## src/rtl/iowalk_pkg.sv

```systemverilog
package iowalk_pkg;
  localparam int ENT_W   = 32;
  localparam int IDX_W   = 10;
  localparam int PG_SH   = 12;
  localparam int B_RD    = 31;
  localparam int B_WR    = 30;
  localparam int B_NS    = 29;
  localparam int B_NEXT  = 28;

  typedef enum logic [2:0] {
    ST_IDLE, ST_DIR_REQ, ST_DIR_WAIT, ST_TBL_REQ, ST_TBL_WAIT, ST_RESP
  } walk_state_e;

  typedef enum logic [1:0] {
    FLT_NONE  = 2'd0,
    FLT_DIR   = 2'd1,
    FLT_UNMAP = 2'd2,
    FLT_PERM  = 2'd3
  } fault_e;
endpackage

```

## src/rtl/ptw_base_table.sv

```systemverilog
module ptw_base_table #(
  parameter int ASID_W = 7,
  parameter int ENT_W  = 32
) (
  input  logic              clk,
  input  logic              rst_n,
  input  logic              wr_en,
  input  logic [ASID_W-1:0] wr_asid,
  input  logic [ENT_W-1:0]  wr_data,
  input  logic [ASID_W-1:0] rd_asid,
  output logic [ENT_W-1:0]  rd_data
);
  localparam int NUM = 1 << ASID_W;

  logic [NUM-1:0][ENT_W-1:0] base_flat;

  for (genvar gi = 0; gi < NUM; gi++) begin : g_ent
    logic [ENT_W-1:0] ent_q;
    always_ff @(posedge clk or negedge rst_n) begin
      if (!rst_n)                                  ent_q <= '0;
      else if (wr_en && (wr_asid == ASID_W'(gi)))  ent_q <= wr_data;
    end
    assign base_flat[gi] = ent_q;
  end

  assign rd_data = base_flat[rd_asid];
endmodule

```

## src/rtl/ptw_entry_check.sv

```systemverilog
module ptw_entry_check
  import iowalk_pkg::*;
#(
  parameter int PFN_W = 20
) (
  input  logic [ENT_W-1:0] ent,
  output logic             is_zero,
  output logic             is_next,
  output logic [2:0]       flags,
  output logic [PFN_W-1:0] frame
);
  assign is_zero = (ent == '0);
  assign is_next = ent[B_NEXT];
  assign flags   = {ent[B_RD], ent[B_WR], ent[B_NS]};
  assign frame   = ent[PFN_W-1:0];
endmodule

```

## src/rtl/ptw_walk_ctrl.sv

```systemverilog
module ptw_walk_ctrl
  import iowalk_pkg::*;
#(
  parameter int ASID_W = 7,
  parameter int PA_W   = 32,
  localparam int PFN_W = PA_W - PG_SH,
  localparam int VPN_W = 32 - PG_SH
) (
  input  logic              clk,
  input  logic              rst_n,
  input  logic              req_valid,
  output logic              req_ready,
  input  logic [ASID_W-1:0] req_asid,
  input  logic [31:0]       req_va,
  input  logic              req_write,
  input  logic [ENT_W-1:0]  base_rd,
  output logic              mem_req_valid,
  input  logic              mem_req_ready,
  output logic [PA_W-1:0]   mem_req_addr,
  input  logic              mem_rsp_valid,
  input  logic              chk_zero,
  input  logic              chk_next,
  input  logic [2:0]        chk_flags,
  input  logic [PFN_W-1:0]  chk_frame,
  output logic              rsp_valid,
  input  logic              rsp_ready,
  output logic [1:0]        rsp_fault,
  output logic [PFN_W-1:0]  rsp_pfn,
  output logic              rsp_rd,
  output logic              rsp_wr,
  output logic              rsp_ns,
  output logic [ASID_W-1:0] rsp_asid,
  output logic [VPN_W-1:0]  rsp_vpn
);
  walk_state_e       state_q;
  logic [31:0]       va_q;
  logic              wr_q;
  logic [ASID_W-1:0] asid_q;
  logic [PFN_W-1:0]  dir_frame_q;
  logic [PFN_W-1:0]  tbl_frame_q;
  logic [2:0]        flags_q;
  logic [1:0]        fault_q;
  logic [PFN_W-1:0]  pfn_q;
  logic [2:0]        out_flags_q;
  logic [2:0]        eff_flags;
  logic              perm_ok;
  logic              accept;

  assign accept    = req_valid && req_ready;
  assign req_ready = (state_q == ST_IDLE);
  assign rsp_valid = (state_q == ST_RESP);

  assign mem_req_valid = (state_q == ST_DIR_REQ) || (state_q == ST_TBL_REQ);
  assign mem_req_addr  = (state_q == ST_TBL_REQ)
                       ? {tbl_frame_q, va_q[21:12], 2'b00}
                       : {dir_frame_q, va_q[31:22], 2'b00};

  assign eff_flags = flags_q & chk_flags;
  assign perm_ok   = wr_q ? eff_flags[1] : eff_flags[2];

  always_ff @(posedge clk or negedge rst_n) begin
    if (!rst_n) begin
      state_q     <= ST_IDLE;
      va_q        <= '0;
      wr_q        <= 1'b0;
      asid_q      <= '0;
      dir_frame_q <= '0;
      tbl_frame_q <= '0;
      flags_q     <= '0;
      fault_q     <= FLT_NONE;
      pfn_q       <= '0;
      out_flags_q <= '0;
    end else begin
      case (state_q)
        ST_IDLE: if (accept) begin
          va_q        <= req_va;
          wr_q        <= req_write;
          asid_q      <= req_asid;
          dir_frame_q <= base_rd[PFN_W-1:0];
          flags_q     <= {base_rd[B_RD], base_rd[B_WR], base_rd[B_NS]};
          state_q     <= ST_DIR_REQ;
        end
        ST_DIR_REQ: if (mem_req_ready) state_q <= ST_DIR_WAIT;
        ST_DIR_WAIT: if (mem_rsp_valid) begin
          if (chk_zero || !chk_next) begin
            fault_q     <= FLT_DIR;
            pfn_q       <= '0;
            out_flags_q <= '0;
            state_q     <= ST_RESP;
          end else begin
            flags_q     <= eff_flags;
            tbl_frame_q <= chk_frame;
            state_q     <= ST_TBL_REQ;
          end
        end
        ST_TBL_REQ: if (mem_req_ready) state_q <= ST_TBL_WAIT;
        ST_TBL_WAIT: if (mem_rsp_valid) begin
          state_q <= ST_RESP;
          if (chk_zero) begin
            fault_q     <= FLT_UNMAP;
            pfn_q       <= '0;
            out_flags_q <= '0;
          end else if (!perm_ok) begin
            fault_q     <= FLT_PERM;
            pfn_q       <= '0;
            out_flags_q <= '0;
          end else begin
            fault_q     <= FLT_NONE;
            pfn_q       <= chk_frame;
            out_flags_q <= eff_flags;
          end
        end
        ST_RESP: if (rsp_ready) state_q <= ST_IDLE;
        default: state_q <= ST_IDLE;
      endcase
    end
  end

  assign rsp_fault = fault_q;
  assign rsp_pfn   = pfn_q;
  assign rsp_rd    = out_flags_q[2];
  assign rsp_wr    = out_flags_q[1];
  assign rsp_ns    = out_flags_q[0];
  assign rsp_asid  = asid_q;
  assign rsp_vpn   = va_q[31:12];

  assert_one_walk_R8: assert property (@(posedge clk) disable iff (!rst_n)
    (req_valid && req_ready) |=> !req_ready);

  assert_rsp_hold_R9: assert property (@(posedge clk) disable iff (!rst_n)
    (rsp_valid && !rsp_ready) |=> (rsp_valid && $stable(rsp_fault) &&
                                   $stable(rsp_pfn) && $stable(rsp_vpn)));

  assert_mem_hold_R10: assert property (@(posedge clk) disable iff (!rst_n)
    (mem_req_valid && !mem_req_ready) |=> (mem_req_valid && $stable(mem_req_addr)));

  assert_dir_stop_R3: assert property (@(posedge clk) disable iff (!rst_n)
    (state_q == ST_DIR_WAIT && mem_rsp_valid && (chk_zero || !chk_next))
      |=> (rsp_valid && rsp_fault == FLT_DIR));

  assert_write_perm_R6: assert property (@(posedge clk) disable iff (!rst_n)
    (rsp_valid && rsp_fault == FLT_NONE && wr_q) |-> rsp_wr);
endmodule

```

## src/rtl/iova_walker.sv

```systemverilog
module iova_walker
  import iowalk_pkg::*;
#(
  parameter int ASID_W = 7,
  parameter int PA_W   = 32
) (
  input  logic                 clk,
  input  logic                 rst_n,
  input  logic                 cfg_we,
  input  logic [ASID_W-1:0]    cfg_asid,
  input  logic [31:0]          cfg_base,
  input  logic                 req_valid,
  output logic                 req_ready,
  input  logic [ASID_W-1:0]    req_asid,
  input  logic [31:0]          req_va,
  input  logic                 req_write,
  output logic                 mem_req_valid,
  input  logic                 mem_req_ready,
  output logic [PA_W-1:0]      mem_req_addr,
  input  logic                 mem_rsp_valid,
  input  logic [31:0]          mem_rsp_data,
  output logic                 rsp_valid,
  input  logic                 rsp_ready,
  output logic [1:0]           rsp_fault,
  output logic [PA_W-13:0]     rsp_pfn,
  output logic                 rsp_rd,
  output logic                 rsp_wr,
  output logic                 rsp_ns,
  output logic [ASID_W-1:0]    rsp_asid,
  output logic [19:0]          rsp_vpn
);
  localparam int PFN_W = PA_W - PG_SH;

  logic [ENT_W-1:0] base_rd;
  logic             chk_zero;
  logic             chk_next;
  logic [2:0]       chk_flags;
  logic [PFN_W-1:0] chk_frame;

  ptw_base_table #(.ASID_W(ASID_W), .ENT_W(ENT_W)) u_base (
    .clk(clk), .rst_n(rst_n),
    .wr_en(cfg_we), .wr_asid(cfg_asid), .wr_data(cfg_base),
    .rd_asid(req_asid), .rd_data(base_rd)
  );

  ptw_entry_check #(.PFN_W(PFN_W)) u_chk (
    .ent(mem_rsp_data), .is_zero(chk_zero), .is_next(chk_next),
    .flags(chk_flags), .frame(chk_frame)
  );

  ptw_walk_ctrl #(.ASID_W(ASID_W), .PA_W(PA_W)) u_ctrl (
    .clk(clk), .rst_n(rst_n),
    .req_valid(req_valid), .req_ready(req_ready), .req_asid(req_asid),
    .req_va(req_va), .req_write(req_write), .base_rd(base_rd),
    .mem_req_valid(mem_req_valid), .mem_req_ready(mem_req_ready),
    .mem_req_addr(mem_req_addr), .mem_rsp_valid(mem_rsp_valid),
    .chk_zero(chk_zero), .chk_next(chk_next), .chk_flags(chk_flags),
    .chk_frame(chk_frame),
    .rsp_valid(rsp_valid), .rsp_ready(rsp_ready), .rsp_fault(rsp_fault),
    .rsp_pfn(rsp_pfn), .rsp_rd(rsp_rd), .rsp_wr(rsp_wr), .rsp_ns(rsp_ns),
    .rsp_asid(rsp_asid), .rsp_vpn(rsp_vpn)
  );
endmodule

```

## config.mk

```make
export PLATFORM = sky130hd
export DESIGN_NAME = iova_walker
export DESIGN_NICKNAME = d
export VERILOG_FILES = /design/src/rtl/iowalk_pkg.sv /design/src/rtl/ptw_base_table.sv /design/src/rtl/ptw_entry_check.sv /design/src/rtl/ptw_walk_ctrl.sv /design/src/rtl/iova_walker.sv
export SDC_FILE = /design/constraint.sdc
export NUM_CORES = 2
export LEC_CHECK = 0
export BUFFER_PORTS_ARGS = -buffer_cell sky130_fd_sc_hd__buf_2
export CORE_MARGIN = 2
export CORE_UTILIZATION = 35
export CTS_CLUSTER_SIZE = 25
export DETAILED_ROUTE_END_ITERATION = 12
export SLEW_MARGIN = 20
export SYNTH_ARGS = -nofsm -noshare
export SYNTH_HDL_FRONTEND = slang
export SYNTH_HIERARCHICAL = 1
export SYNTH_SLANG_ARGS = --single-unit
export TNS_END_PERCENT = 5
```

## constraint.sdc

```tcl
create_clock -name clk -period 7.35 [get_ports clk]
set_input_delay 0.3675 -clock clk [delete_from_list [all_inputs] [get_ports clk]]
set_output_delay 0.3675 -clock clk [all_outputs]
set_load 0.02 [all_outputs]
```

**After elaboration in Yosys (flattened, before gate mapping)**

Index checks and enable logic that the tools add are counted.

- Flip-flop bits (word level): 4207
- Input bits: 118
- Output and inout port bits: 87
- Logic and storage cells: 457

- Magnitude comparators: 1
- Equality and inequality tests: 140
- Mux-type cells: 34
- Bitwise logic cells: 2
- Reductions and logical operators: 142

Operator list:

| cell | number |
|---|---|
| $eq 7x7->1 const B | 64 |
| $bmux 32 s7 | 1 |
| $eq 7x6->1 const B | 32 |
| $logic_and 1x1->1 | 129 |
| $eq 7x5->1 const B | 16 |
| $mux 20 | 5 |
| $mux 32 | 2 |
| $eq 7x4->1 const B | 8 |
| $mux 3 | 15 |
| $pmux 20 s2 | 1 |
| $logic_not 32->1 | 1 |
| $eq 7x3->1 const B | 4 |
| $pmux 3 s6 | 1 |
| $eq 7x2->1 const B | 2 |
| $ne 2x2->1 const B | 6 |
| $pmux 3 s2 | 2 |
| $mux 2 | 5 |
| $lt 7x8->1 const B | 1 |
| $reduce_and 4->1 | 2 |
| $eq 7x1->1 const B | 1 |
| $logic_not 7->1 | 1 |
| $eq 3x2->1 const B | 2 |
| $eq 3x3->1 const B | 2 |
| $reduce_and 6->1 | 1 |
| 12 further kinds | 15 |

**Depth between registers and ports, before layout**

- Word-level depth: 6
- Mapped depth: 9
- Mapped depth without buffers: 7

**Hierarchy**

Netlist, hierarchy kept.

Modules (own cells, without submodules):

| module | times used | cells each | area each (µm²) | sequential area each (µm²) |
|---|---|---|---|---|
| ptw_base_table | 1 | 10906 | 184503.2 | 102498.3 |
| ptw_walk_ctrl | 1 | 345 | 4483.0 | 2477.4 |
| ptw_entry_check | 1 | 35 | 252.7 | 0.0 |

**Worst setup path after synthesis**

OpenSTA, ideal clock, no wires.

- Path kind: input-to-reg
- Start point: input req_asid[0]
- End point: register u_ctrl.dir_frame_q[15]
- Setup time: 0.125 ns
- Data arrival time: 3.171 ns
- Data required time: 7.225 ns
- Setup slack: 4.054 ns
- Stages: 8
- Path buffers: 3
- Cells stage by stage: buf_2 -> buf_2 -> clkbuf_1 -> mux4_2 -> mux4_2 -> mux4_2 -> mux2_2 -> mux2_2

- Word-level cells in the longest chain between the ends: 2

RTL lines:

| element | line | source |
|---|---|---|
| start, declared | iova_walker.sv:14 | `input logic [ASID_W-1:0] req_asid,` |
| $bmux 32 s7 | ptw_base_table.sv:26 | `assign rd_data = base_flat[rd_asid];` |
| $mux 32 (implied by the code) | ptw_base_table.sv:26 |  |
| via base_rd[15] | iova_walker.sv:34 | `logic [ENT_W-1:0] base_rd;` |
| end signal, assigned | ptw_walk_ctrl.sv:79 | `dir_frame_q <= base_rd[PFN_W-1:0];` |
| end, declared | ptw_walk_ctrl.sv:39 | `logic [PFN_W-1:0] dir_frame_q;` |

The timed path passes the listed nets, and every way through them passes these cells. The select of a mux whose other input is x is not followed.
A chain may end at the register's enable or synchronous reset.

**Final worst setup path**

- Start point: register u_ctrl.state_q[1]
- End point: output mem_req_addr[28]

- Word-level cells in the longest chain between the ends: 2

RTL lines:

| element | line | source |
|---|---|---|
| start, declared | ptw_walk_ctrl.sv:35 | `walk_state_e state_q;` |
| start signal, assigned | ptw_walk_ctrl.sv:63 | `state_q <= ST_IDLE;` |
| start signal, assigned | ptw_walk_ctrl.sv:81 | `state_q <= ST_DIR_REQ;` |
| start signal, assigned | ptw_walk_ctrl.sv:83 | `ST_DIR_REQ: if (mem_req_ready) state_q <= ST_DIR_WAIT;` |
| $eq 3x2->1 | ptw_walk_ctrl.sv:54 | `assign mem_req_addr = (state_q == ST_TBL_REQ)` |
| $mux 32 | ptw_walk_ctrl.sv:55 | `? {tbl_frame_q, va_q[21:12], 2'b00}` |
| end, declared | iova_walker.sv:19 | `output logic [PA_W-1:0] mem_req_addr,` |

Every way passes these cells.

==> results.md <==
- CP bufs+invs: 2
- CP Launch Type: flip-flop
- Crit path max-delay family: simple AND/OR/NAND/NOR gates
- Vias in the first global route: 83110
- Pin count of the biggest net entering global routing: 191
- Worst r2r src: u_base/g_ent[119].ent_q[5]
- IO Pins: 205
- Leakage power: 0.07207 uW
- Routed wire length: 384200 um
- WL per Instance: 28.16 um
- Reg-to-reg setup timing slack: 4420 ps
- CP max-delay cell: dfrtp_1
- Area of the mapped netlist: 0.1384 mm^2
- GPL Wtd Cong: 0.7865
- Final hold vios: 0
- Max_cap viols: 0
- Initial core utilization: 35.19%
- Crit end category: primary output
- Max-slew violation count: 0
- YS warnings: 6
- WHS: 40.15 ps
- Filler instances: 35400
- Combinational power share: 12.2%
- NumNets Final: 8287
- Worst slew pin tran: 1197 ps
- Clock Sinks: 3043
- Cells along the critical path: and2b_2, nand2_1, buf_4, mux2_2, buf_2
- Post-DP HPWL: 223800 um
- PwrDens: 259.3 mW/mm^2
- Instance count of the mapped netlist: 8469
- Post-route DRC violation count: 0
- Net Sw Power: 10020 uW
- Final min period: 3609 ps
- Area grow syn2layout: 12.74%
- Unrepaired setup endpoints after global routing: no
- Status: finished, final reports clean
- Int Pwr: 30440 uW
- First-pass GRT wire length: 569000 um
- Hold Crit Class: in -> async
- Pre-antenna DRT Iters: 5
- I/O Buffers: 181
- Setup crit start: u_ctrl/state_q[1]
- Die area: 0.4003 mm^2
- Clk Latency, worst-skew pair: 920 ps
- TritonCTS clock tree: built
- Initial antenna violation count: 33
- Setup Skew: 65.55 ps
- Tcrit/Tclk final: 49.11%
- Fmax: 277.0 MHz
- Peak VDD IR: 172.8 uV
- Final Total Pwr: 40450 uW
- CTS Buf Count: 318
- Final Setup Violations: 0
- Clk buf depth: 4
- Crit path arrival time: 3240 ps
- DIE WIDTH: 632.7 um
- Routed Antenna Nets: 0
- Layout cells sized above 1: 59.93%
- Site Rows: 230
- Routed via count: 75150
- Slew margin rel.: 19.93%
- Slowest cell delay on critical path: 530 ps
- Htree depth: 5
- Die H: 632.7 um
- Overflow after GRT: 0
- WP data required: 6980 ps
- Crit-path max FO: 20
- Final setup TNS: 0 ps
- Crit path kind: reg -> out
- Net Sw Frac: 24.76%
- Vias per inst: 5.508
- Register share of total power: 47.2%
- Cts repair resizes: 0
- CTS root buf: clkbuf_16
- Worst-path clk slew: 70 ps
- Clock power frac: 40.7%
- Iter 0 DRT Violations: 5283
- Total GRT Usage: 19.18%
- Core area: 0.3931 mm^2
- Avg Cell Area, Syn: 16.34 um^2
-- final timing paths --
path / end / depth (start not counted)
setup / recovery: mem_req_addr[28] / 5
hold / removal: u_base/g_ent[32].ent_q[29] / 2
setup reg to reg: u_ctrl/dir_frame_q[5] / 5
hold reg to reg: u_base/g_ent[118].ent_q[19] / 1
max in group asynchronous: u_base/g_ent[31].ent_q[18] / 4
min in group clk: u_ctrl/rsp_fault[0] / 6
-- through the flow --
step	setup slack (ps)	cell area [um^2]	utilization, %	std cells
final	3741	156000	39.68	13640
after global routing	3585	155900	39.67	13630
after CTS	3690	155600	39.59	13610
after detailed placement	2975	144500	36.76	13000
after global placement	2984	144100	36.65	12990
after floorplan	4055	138400	-	8470
-- cell usage in the layout (no fill, tap or decap), drive strengths merged, types with 2 or more instances in the layout --
cell type / instances
clkbuf: 468
nor3: 9
or2: 3
dlygate4sd3: 54
mux4: 966
clkinv: 47
nor2b: 5
conb: 2
and2: 2
nand3: 13
nand2: 86
nor2: 90
diode: 17
or3b: 4
and3b: 4
nand2b: 5
a22o: 3
nor4: 8
nand4: 2
bufinv: 24
buf: 402
mux2: 3065
clkinvlp: 5
nor3b: 5
o21ai: 52
dfrtp: 3043
inv: 15
a21oi: 5
and3: 2
nand3b: 3
-- sequential cells by signal, indices dropped and copies added (netlist names) --
register	cells
u_base/g_ent.ent_q	2944
u_ctrl/dir_frame_q	20
u_ctrl/flags_q	3
u_ctrl/out_flags_q	3
u_ctrl/rsp_asid	7
u_ctrl/rsp_fault	2
u_ctrl/rsp_pfn	20
u_ctrl/state_q	3
u_ctrl/tbl_frame_q	20
u_ctrl/va_q	20
u_ctrl/wr_q	1
-- layer usage --
layer	track usage, %	up-vias	share of wire (%)	wire length [um]
li1	-	30690	-	-
met4	6.145	4	3.2	12350
met1	24.86	41930	42	160900
met2	32.58	1883	49	189700
met3	3.426	649	5.5	21250
met5	0	-	0.0070	27
-- layout make-up --
type,count,area [um^2],area share (%)
clock inverters,89,1194,0.7653
multi-input cells,4348,58480,37.49
diodes,17,42.54,0.02727
well taps,5220,6531,4.187
clock buffers,468,9387,6.018
repair buffers,456,4187,2.684
flip-flops and latches,3043,76150,48.82
inverters,2,7.507,0.004813
-- power by group through the flow --
stage	registers, uW	logic, uW	clock network, uW
6_report	19100	4920	16400
5_1_grt	19300	5270	17500
4_1_cts	19100	4980	16800
3_5_place_dp	19400	4930	0
3_3_place_gp	19200	4770	0
2_1_floorplan	19200	3270	0
-- timing repair --
| action | 4_1_cts | 5_1_grt |
|---|---|---|
| setup buffers | 0 | 0 |
| hold buffers | 54 | 0 |
| endpoints found under the hold margin | 209 | 0 |
Note: power is estimated with default switching activity, not from simulation.
